[config.mk]
export PLATFORM = sky130hd
export DESIGN_NAME = sysctl_regfile
export DESIGN_NICKNAME = d
export VERILOG_FILES = /design/src/rtl/sysctl_pkg.sv /design/src/rtl/sysctl_decode.sv /design/src/rtl/sysctl_regs.sv /design/src/rtl/sysctl_cmd.sv /design/src/rtl/sysctl_regfile.sv
export SDC_FILE = /design/constraint.sdc
export NUM_CORES = 1
export LEC_CHECK = 0
export ABC_AREA = 1
export CAP_MARGIN = 10
export CORE_ASPECT_RATIO = 1.4
export CORE_MARGIN = 4
export CORE_UTILIZATION = 36
export DETAILED_ROUTE_END_ITERATION = 10
export PLACE_DENSITY = 0.65
export SKIP_LAST_GASP = 1
export SLEW_MARGIN = 30
export SYNTH_ARGS = -nofsm -noshare
export SYNTH_HDL_FRONTEND = slang
export SYNTH_SLANG_ARGS = --single-unit
[constraint.sdc]
create_clock -name clk -period 5.35 [get_ports clk]
set_clock_uncertainty 0.1 [all_clocks]
set_input_delay 0.8025 -clock clk [delete_from_list [all_inputs] [get_ports clk]]
set_output_delay 0.8025 -clock clk [all_outputs]
set_load 0.03 [all_outputs]
[src/rtl/sysctl_pkg.sv]
package sysctl_pkg;

  typedef enum logic [3:0] {
    SEL_NONE  = 4'd0,
    SEL_ID    = 4'd1,
    SEL_CTL   = 4'd2,
    SEL_TTB   = 4'd3,
    SEL_DAC   = 4'd4,
    SEL_FSR   = 4'd5,
    SEL_FAR   = 4'd6,
    SEL_CACHE = 4'd7,
    SEL_TLB   = 4'd8,
    SEL_PID   = 4'd9
  } sel_e;

  typedef struct packed {
    sel_e sel;
    logic legal;
  } dec_t;

  localparam int CTL_MMU_BIT   = 0;
  localparam int CTL_ALIGN_BIT = 1;
  localparam int CTL_DC_BIT    = 2;
  localparam int CTL_WB_BIT    = 3;
  localparam int CTL_BE_BIT    = 7;
  localparam int CTL_IC_BIT    = 12;

endpackage

[src/rtl/sysctl_decode.sv]
module sysctl_decode
  import sysctl_pkg::*;
#(
  parameter int OPC_W = 3,
  parameter int CR_W  = 4
) (
  input  logic             is_read,
  input  logic [OPC_W-1:0] opc1,
  input  logic [OPC_W-1:0] opc2,
  input  logic [CR_W-1:0]  crn,
  input  logic [CR_W-1:0]  crm,
  output dec_t             dec
);

  always_comb begin
    dec.sel   = SEL_NONE;
    dec.legal = 1'b0;
    if (opc1 == '0) begin
      unique case (crn)
        CR_W'(0): begin dec.sel = SEL_ID;  dec.legal = is_read;  end
        CR_W'(1): begin dec.sel = SEL_CTL; dec.legal = 1'b1;     end
        CR_W'(2): begin dec.sel = SEL_TTB; dec.legal = 1'b1;     end
        CR_W'(3): begin dec.sel = SEL_DAC; dec.legal = 1'b1;     end
        CR_W'(5): begin dec.sel = SEL_FSR; dec.legal = 1'b1;     end
        CR_W'(6): begin dec.sel = SEL_FAR; dec.legal = 1'b1;     end
        CR_W'(7): begin dec.sel = SEL_CACHE; dec.legal = !is_read; end
        CR_W'(8): begin dec.sel = SEL_TLB; dec.legal = !is_read; end
        CR_W'(13): begin
          dec.sel   = SEL_PID;
          dec.legal = (opc2 == '0) && (crm == '0);
        end
        default: begin dec.sel = SEL_NONE; dec.legal = 1'b0; end
      endcase
    end
  end

endmodule

[src/rtl/sysctl_regs.sv]
module sysctl_regs
  import sysctl_pkg::*;
#(
  parameter int                DATA_W   = 32,
  parameter logic [DATA_W-1:0] ID_VALUE = '0,
  parameter int                TTB_LOW  = 14,
  parameter int                FSR_W    = 8
) (
  input  logic              clk,
  input  logic              rst,
  input  logic              wr_en,
  input  sel_e              sel,
  input  logic [DATA_W-1:0] wdata,
  output logic [DATA_W-1:0] rdata,
  output logic [DATA_W-1:0] ctl_word,
  output logic              ttb_low_set
);

  localparam logic [DATA_W-1:0] TTB_MASK = {{(DATA_W-TTB_LOW){1'b1}}, {TTB_LOW{1'b0}}};
  localparam int                FSR_PAD  = DATA_W - FSR_W;

  logic [DATA_W-1:0] ctl_q, ttb_q, dac_q, far_q, pid_q;
  logic [FSR_W-1:0]  fsr_q;

  always_ff @(posedge clk) begin
    if (rst) begin
      ctl_q <= '0;
      ttb_q <= '0;
      dac_q <= '0;
      far_q <= '0;
      pid_q <= '0;
      fsr_q <= '0;
    end else if (wr_en) begin
      case (sel)
        SEL_CTL: ctl_q <= wdata;
        SEL_TTB: ttb_q <= wdata & TTB_MASK;
        SEL_DAC: dac_q <= wdata;
        SEL_FSR: fsr_q <= wdata[FSR_W-1:0];
        SEL_FAR: far_q <= wdata;
        SEL_PID: pid_q <= wdata;
        default: ;
      endcase
    end
  end

  always_comb begin
    case (sel)
      SEL_ID:  rdata = ID_VALUE;
      SEL_CTL: rdata = ctl_q;
      SEL_TTB: rdata = ttb_q;
      SEL_DAC: rdata = dac_q;
      SEL_FSR: rdata = {{FSR_PAD{1'b0}}, fsr_q};
      SEL_FAR: rdata = far_q;
      SEL_PID: rdata = pid_q;
      default: rdata = '0;
    endcase
  end

  assign ctl_word    = ctl_q;
  assign ttb_low_set = |wdata[TTB_LOW-1:0];

endmodule

[src/rtl/sysctl_cmd.sv]
module sysctl_cmd
  import sysctl_pkg::*;
#(
  parameter int DATA_W = 32,
  parameter int OPC_W  = 3,
  parameter int CR_W   = 4
) (
  input  logic              clk,
  input  logic              rst,
  input  logic              fire,
  input  sel_e              sel,
  input  logic [OPC_W-1:0]  opc2,
  input  logic [CR_W-1:0]   crm,
  input  logic [DATA_W-1:0] wdata,
  output logic              cache_op,
  output logic [CR_W-1:0]   cache_crm,
  output logic [OPC_W-1:0]  cache_opc2,
  output logic [DATA_W-1:0] cache_data,
  output logic              inv_all,
  output logic              inv_va,
  output logic [DATA_W-1:0] inv_addr
);

  logic cache_hit, tlb_hit;

  assign cache_hit = fire && (sel == SEL_CACHE);
  assign tlb_hit   = fire && (sel == SEL_TLB);

  always_ff @(posedge clk) begin
    if (rst) begin
      cache_op   <= 1'b0;
      cache_crm  <= '0;
      cache_opc2 <= '0;
      cache_data <= '0;
      inv_all    <= 1'b0;
      inv_va     <= 1'b0;
      inv_addr   <= '0;
    end else begin
      cache_op <= cache_hit;
      inv_all  <= tlb_hit && (opc2 == '0);
      inv_va   <= tlb_hit && (opc2 != '0);
      if (cache_hit) begin
        cache_crm  <= crm;
        cache_opc2 <= opc2;
        cache_data <= wdata;
      end
      if (tlb_hit) inv_addr <= wdata;
    end
  end

endmodule

[src/rtl/sysctl_regfile.sv]
module sysctl_regfile
  import sysctl_pkg::*;
#(
  parameter int          DATA_W   = 32,
  parameter logic [31:0] ID_VALUE = 32'h4100_0000,
  parameter int          TTB_LOW  = 14,
  parameter int          FSR_W    = 8
) (
  input  logic              clk,
  input  logic              rst,
  input  logic              req_valid,
  output logic              req_ready,
  input  logic              req_read,
  input  logic [2:0]        req_opc1,
  input  logic [2:0]        req_opc2,
  input  logic [3:0]        req_crn,
  input  logic [3:0]        req_crm,
  input  logic [DATA_W-1:0] req_wdata,
  output logic              rsp_valid,
  input  logic              rsp_ready,
  output logic [DATA_W-1:0] rsp_data,
  output logic              rsp_err,
  output logic              rsp_warn,
  output logic              ctl_mmu_en,
  output logic              ctl_align_en,
  output logic              ctl_dcache_en,
  output logic              ctl_wbuf_en,
  output logic              ctl_big_endian,
  output logic              ctl_icache_en,
  output logic              cache_op,
  output logic [3:0]        cache_crm,
  output logic [2:0]        cache_opc2,
  output logic [DATA_W-1:0] cache_data,
  output logic              tlb_inv_all,
  output logic              tlb_inv_va,
  output logic [DATA_W-1:0] tlb_inv_addr
);

  localparam int OPC_W = 3;
  localparam int CR_W  = 4;
  localparam logic [DATA_W-1:0] ID_W = DATA_W'(ID_VALUE);

  dec_t              dec;
  logic              accept, wr_fire;
  logic [DATA_W-1:0] rd_word, ctl_word;
  logic              low_set;

  assign req_ready = !rsp_valid || rsp_ready;
  assign accept    = req_valid && req_ready;
  assign wr_fire   = accept && dec.legal && !req_read;

  sysctl_decode #(.OPC_W(OPC_W), .CR_W(CR_W)) u_decode (
    .is_read (req_read),
    .opc1    (req_opc1),
    .opc2    (req_opc2),
    .crn     (req_crn),
    .crm     (req_crm),
    .dec     (dec)
  );

  sysctl_regs #(
    .DATA_W  (DATA_W),
    .ID_VALUE(ID_W),
    .TTB_LOW (TTB_LOW),
    .FSR_W   (FSR_W)
  ) u_regs (
    .clk        (clk),
    .rst        (rst),
    .wr_en      (wr_fire),
    .sel        (dec.sel),
    .wdata      (req_wdata),
    .rdata      (rd_word),
    .ctl_word   (ctl_word),
    .ttb_low_set(low_set)
  );

  sysctl_cmd #(.DATA_W(DATA_W), .OPC_W(OPC_W), .CR_W(CR_W)) u_cmd (
    .clk       (clk),
    .rst       (rst),
    .fire      (wr_fire),
    .sel       (dec.sel),
    .opc2      (req_opc2),
    .crm       (req_crm),
    .wdata     (req_wdata),
    .cache_op  (cache_op),
    .cache_crm (cache_crm),
    .cache_opc2(cache_opc2),
    .cache_data(cache_data),
    .inv_all   (tlb_inv_all),
    .inv_va    (tlb_inv_va),
    .inv_addr  (tlb_inv_addr)
  );

  always_ff @(posedge clk) begin
    if (rst) begin
      rsp_valid <= 1'b0;
      rsp_data  <= '0;
      rsp_err   <= 1'b0;
      rsp_warn  <= 1'b0;
    end else if (accept) begin
      rsp_valid <= 1'b1;
      rsp_err   <= !dec.legal;
      rsp_data  <= (dec.legal && req_read) ? rd_word : '0;
      rsp_warn  <= wr_fire && (dec.sel == SEL_TTB) && low_set;
    end else if (rsp_ready) begin
      rsp_valid <= 1'b0;
      rsp_data  <= '0;
      rsp_err   <= 1'b0;
      rsp_warn  <= 1'b0;
    end
  end

  assign ctl_mmu_en     = ctl_word[CTL_MMU_BIT];
  assign ctl_align_en   = ctl_word[CTL_ALIGN_BIT];
  assign ctl_dcache_en  = ctl_word[CTL_DC_BIT];
  assign ctl_wbuf_en    = ctl_word[CTL_WB_BIT];
  assign ctl_big_endian = ctl_word[CTL_BE_BIT];
  assign ctl_icache_en  = ctl_word[CTL_IC_BIT];

endmodule

==> results.py <==
metrics = {
    "routing": {
        "wl_per_cell_um": 19.28,
        "num_vias": 10930,
        "drc": 0,
        "firstDrtPassIters": 6,
        "postRouteAntennaNets": 0,
        "drt_iter0_markers": 826,
        "wl_um": 37990,
        "vias_per_cell": 5.548,
    },
    "timing": {
        "min_period_ps": 3956,
        "fmax_ghz": 0.2528,
        "slew_violations": 0,
        "setup_viol": 0,
        "finalCritPeriodShare_pct": 73.94,
        "slew_headroom_pct": 30.56,
        "worstMarginPinSlew_ps": 1039,
        "setup_tns_ps": 0,
        "rsz0062_at_grt": "false",
        "hold_violations": 0,
        "fin_ws_ps": 1394,
    },
    "die": {
        "start_util_pct": 36.50,
        "die-area_sq_um": 33340,
        "ioPinCount": 167,
        "rows": 75,
        "coreArea_sq_um": 30030,
        "dieWidth_um": 155.5,
        "die_h_um": 214.5,
    },
    "clock_network": {
        "postCtsSetupBuffers": 0,
        "cts-buffers-inserted": 27,
        "clock_path_buffers": 3,
        "clkLatencyLatePin_ps": 540,
        "h-tree-depth": 1,
        "cts.sinks": 263,
        "cts_tree": "yes",
        "cts_resized": 0,
        "clkSlewWorstSetupHoldPaths_ps": 60,
        "cts_hold_buf": 0,
        "root_buffer": "clkbuf_16",
    },
    "critical_path": {
        "worst-endpoint-required_ps": 5670,
        "startpoint_type": "input pin",
        "crit_path_top_delay_cell": "nor2_4",
        "cp_top_family": "simple AND/OR/NAND/NOR gates",
        "arrival_ps": 4280,
        "path_buf_inv": 3,
        "crit_fanout": 34,
        "path_cells": "clkdlybuf4s50_1 > nor2_2 > nand3_1 > nand2_1 > nand2_1 > clkinv_1 > nand2_1 > nor2_4 > inv_2 > nor2_1 > nor2_1",
        "crit_type": "input pin to flop",
        "cpPeakStageDelay_ps": 770,
        "worstSetupEndpointType": "flop",
        "cp_common_cell": "nand2_1",
        "reg2reg_slack_ps": 2230,
    },
    "placement": {
        "place_hpwl_um": 22380,
        "port_buffers": 166,
        "gp_congestion": 0.8061,
        "placed_cell_area_sq_um": 12660,
        "dp_slack_ps": 882.5,
    },
    "logic_synthesis": {
        "synth.avg_cell_area_sq_um": 7.392,
        "ys.flop_type": "dfxtp_1",
        "ys_warn_count": 0,
        "synth_edf_count": 0,
        "async_flop_share_pct": 0,
        "netlist_area_sq_um": 10960,
        "synth_fp_nets": 1534,
        "synth-seq-cells": 263,
        "yosysUniqueCellTypes": 30,
        "netlist_instances": 1483,
        "synth-seq-area-share_pct": 48.03,
    },
    "cells_and_area": {
        "multi_input_area_sq_um": 5030,
        "drive_gt1_share_pct": 6.498,
        "area.growth.synth_to_final_pct": 25.54,
        "mostFrequentLayoutCells": "nand2_1 (278), dfxtp_1 (263), a21oi_1 (179)",
        "nets": 1617,
        "num_antenna_cells": 0,
        "fillers": 3005,
        "regArea_sq_um": 5265,
        "stdcell_area_sq_um": 13760,
        "mostFrequentLayoutCell": "nand2_1",
    },
    "pwr": {
        "p_total_mw": 4.304,
        "seqPwrFrac_pct": 45.5,
        "p_sw_share_pct": 21.54,
        "intPower_mw": 3.377,
        "p_sw_mw": 0.9270,
        "p_leak_nw": 4.775,
        "p_clk_share_pct": 50.4,
        "power_per_cell_area_nw_per_um2": 312.7,
        "ir_drop_mv": 0.2177,
        "pwr-share-comb_pct": 4.1,
    },
    "global_routing": {
        "grt-ovfl-total": 0,
        "grt_max_degree": 98,
        "grt_pass1_vias": 10550,
        "antenna_found_initial": 0,
        "grt_pass1_wl_um": 59470,
        "grt.total_usage_pct": 21.81,
    },
    "run": {
        "maxCapViolCount": 0,
    },
    "run_status": {
        "status": "finished clean",
    },
    "min_path": {
        "hp-class": "flop to flop",
    },
}
power by group through the flow:
stage	sequential (mW)	combinational, mW	clock, mW
4_1_cts	1.96	0.171	2.21
5_1_grt	1.96	0.185	2.27
3_3_place_gp	2.00	0.170	0
6_report	1.96	0.176	2.17
2_1_floorplan	2.01	0.0722	0
3_5_place_dp	2.00	0.170	0
stage by stage:
stage	utilization [%]	instances	hold WS (ps)
2_1_floorplan	-	1483	349.4
3_3_place_gp	42.15	1919	352.4
3_5_place_dp	42.15	1919	356.5
4_1_cts	45.54	1967	365.8
5_1_grt	45.83	1970	384.7
6_report	45.83	1970	362.6
layout make-up:
class,instances,share of cell area [%]
multi-input combinational,1066,36.55
clock inverter,13,1.982
clock buffer,35,5.419
timing repair buffer,188,13.75
inverter,20,0.5455
sequential,263,38.26
tap,385,3.500
logic make-up after synthesis:
group	Yosys count	synth area share, %
AOI/OAI and AO/OA	435	19.89
xor gates and xnor gates	1	0.07991
buffers and inverters	154	6.460
DFF	263	48.03
and+or+nand+nor	630	25.53
per-layer routing:
layer | track usage (%) | wire length, um | vias up
met5 | 0 | 0 | -
met4 | 8.672 | 1379 | 0
met3 | 2.948 | 2206 | 100
met2 | 38.03 | 19110 | 419
met1 | 26.95 | 15300 | 5204
li1 | - | - | 5207
cells in the mapped netlist (4+ instances only):
| cell | n | share of area [%] |
|---|---|---|
| nor3_1 | 52 | 2.4 |
| buf_1 | 5 | 0.17 |
| inv_2 | 8 | 0.27 |
| nor2_4 | 8 | 0.82 |
| buf_6 | 4 | 0.41 |
| nor2_1 | 131 | 4.5 |
| nand4_1 | 32 | 1.8 |
| buf_4 | 9 | 0.62 |
| nand2_1 | 279 | 9.6 |
| inv_1 | 11 | 0.38 |
| dfxtp_1 | 263 | 48 |
| clkbuf_1 | 63 | 2.2 |
| buf_2 | 53 | 2.4 |
| o21ai_0 | 120 | 5.5 |
| nand3_1 | 111 | 5.1 |
| o21ai_1 | 134 | 6.1 |
| a21oi_1 | 180 | 8.2 |
flip-flops by register name (all words and copies together), names as in the netlist:
register and flops:
rsp_data 32, u_cmd.cache_data 32, u_cmd.inv_addr 32, u_regs.ctl_word 32, u_regs.dac_q 32, u_regs.far_q 32
u_regs.pid_q 32, u_regs.ttb_q 18, u_regs.fsr_q 8, u_cmd.cache_crm 4, u_cmd.cache_opc2 3, rsp_err 1
rsp_valid 1, rsp_warn 1, u_cmd.cache_op 1, u_cmd.inv_all 1, u_cmd.inv_va 1
final timing paths:
path | start | to | cells after the start
setup / recovery | req_crn[0] | u_cmd.inv_addr[17] | 11
hold / removal | rsp_data[6] | rsp_data[6] | 2
setup reg to reg | rsp_valid | u_cmd.inv_addr[17] | 8
hold reg to reg | rsp_data[6] | rsp_data[6] | 2
worst min-delay path, cell delays in order, from the launching register on:
cell and delay, ps:
dfxtp_1 310, nand2_1 60, a21oi_1 50
Power figures use the tool's default switching activity.
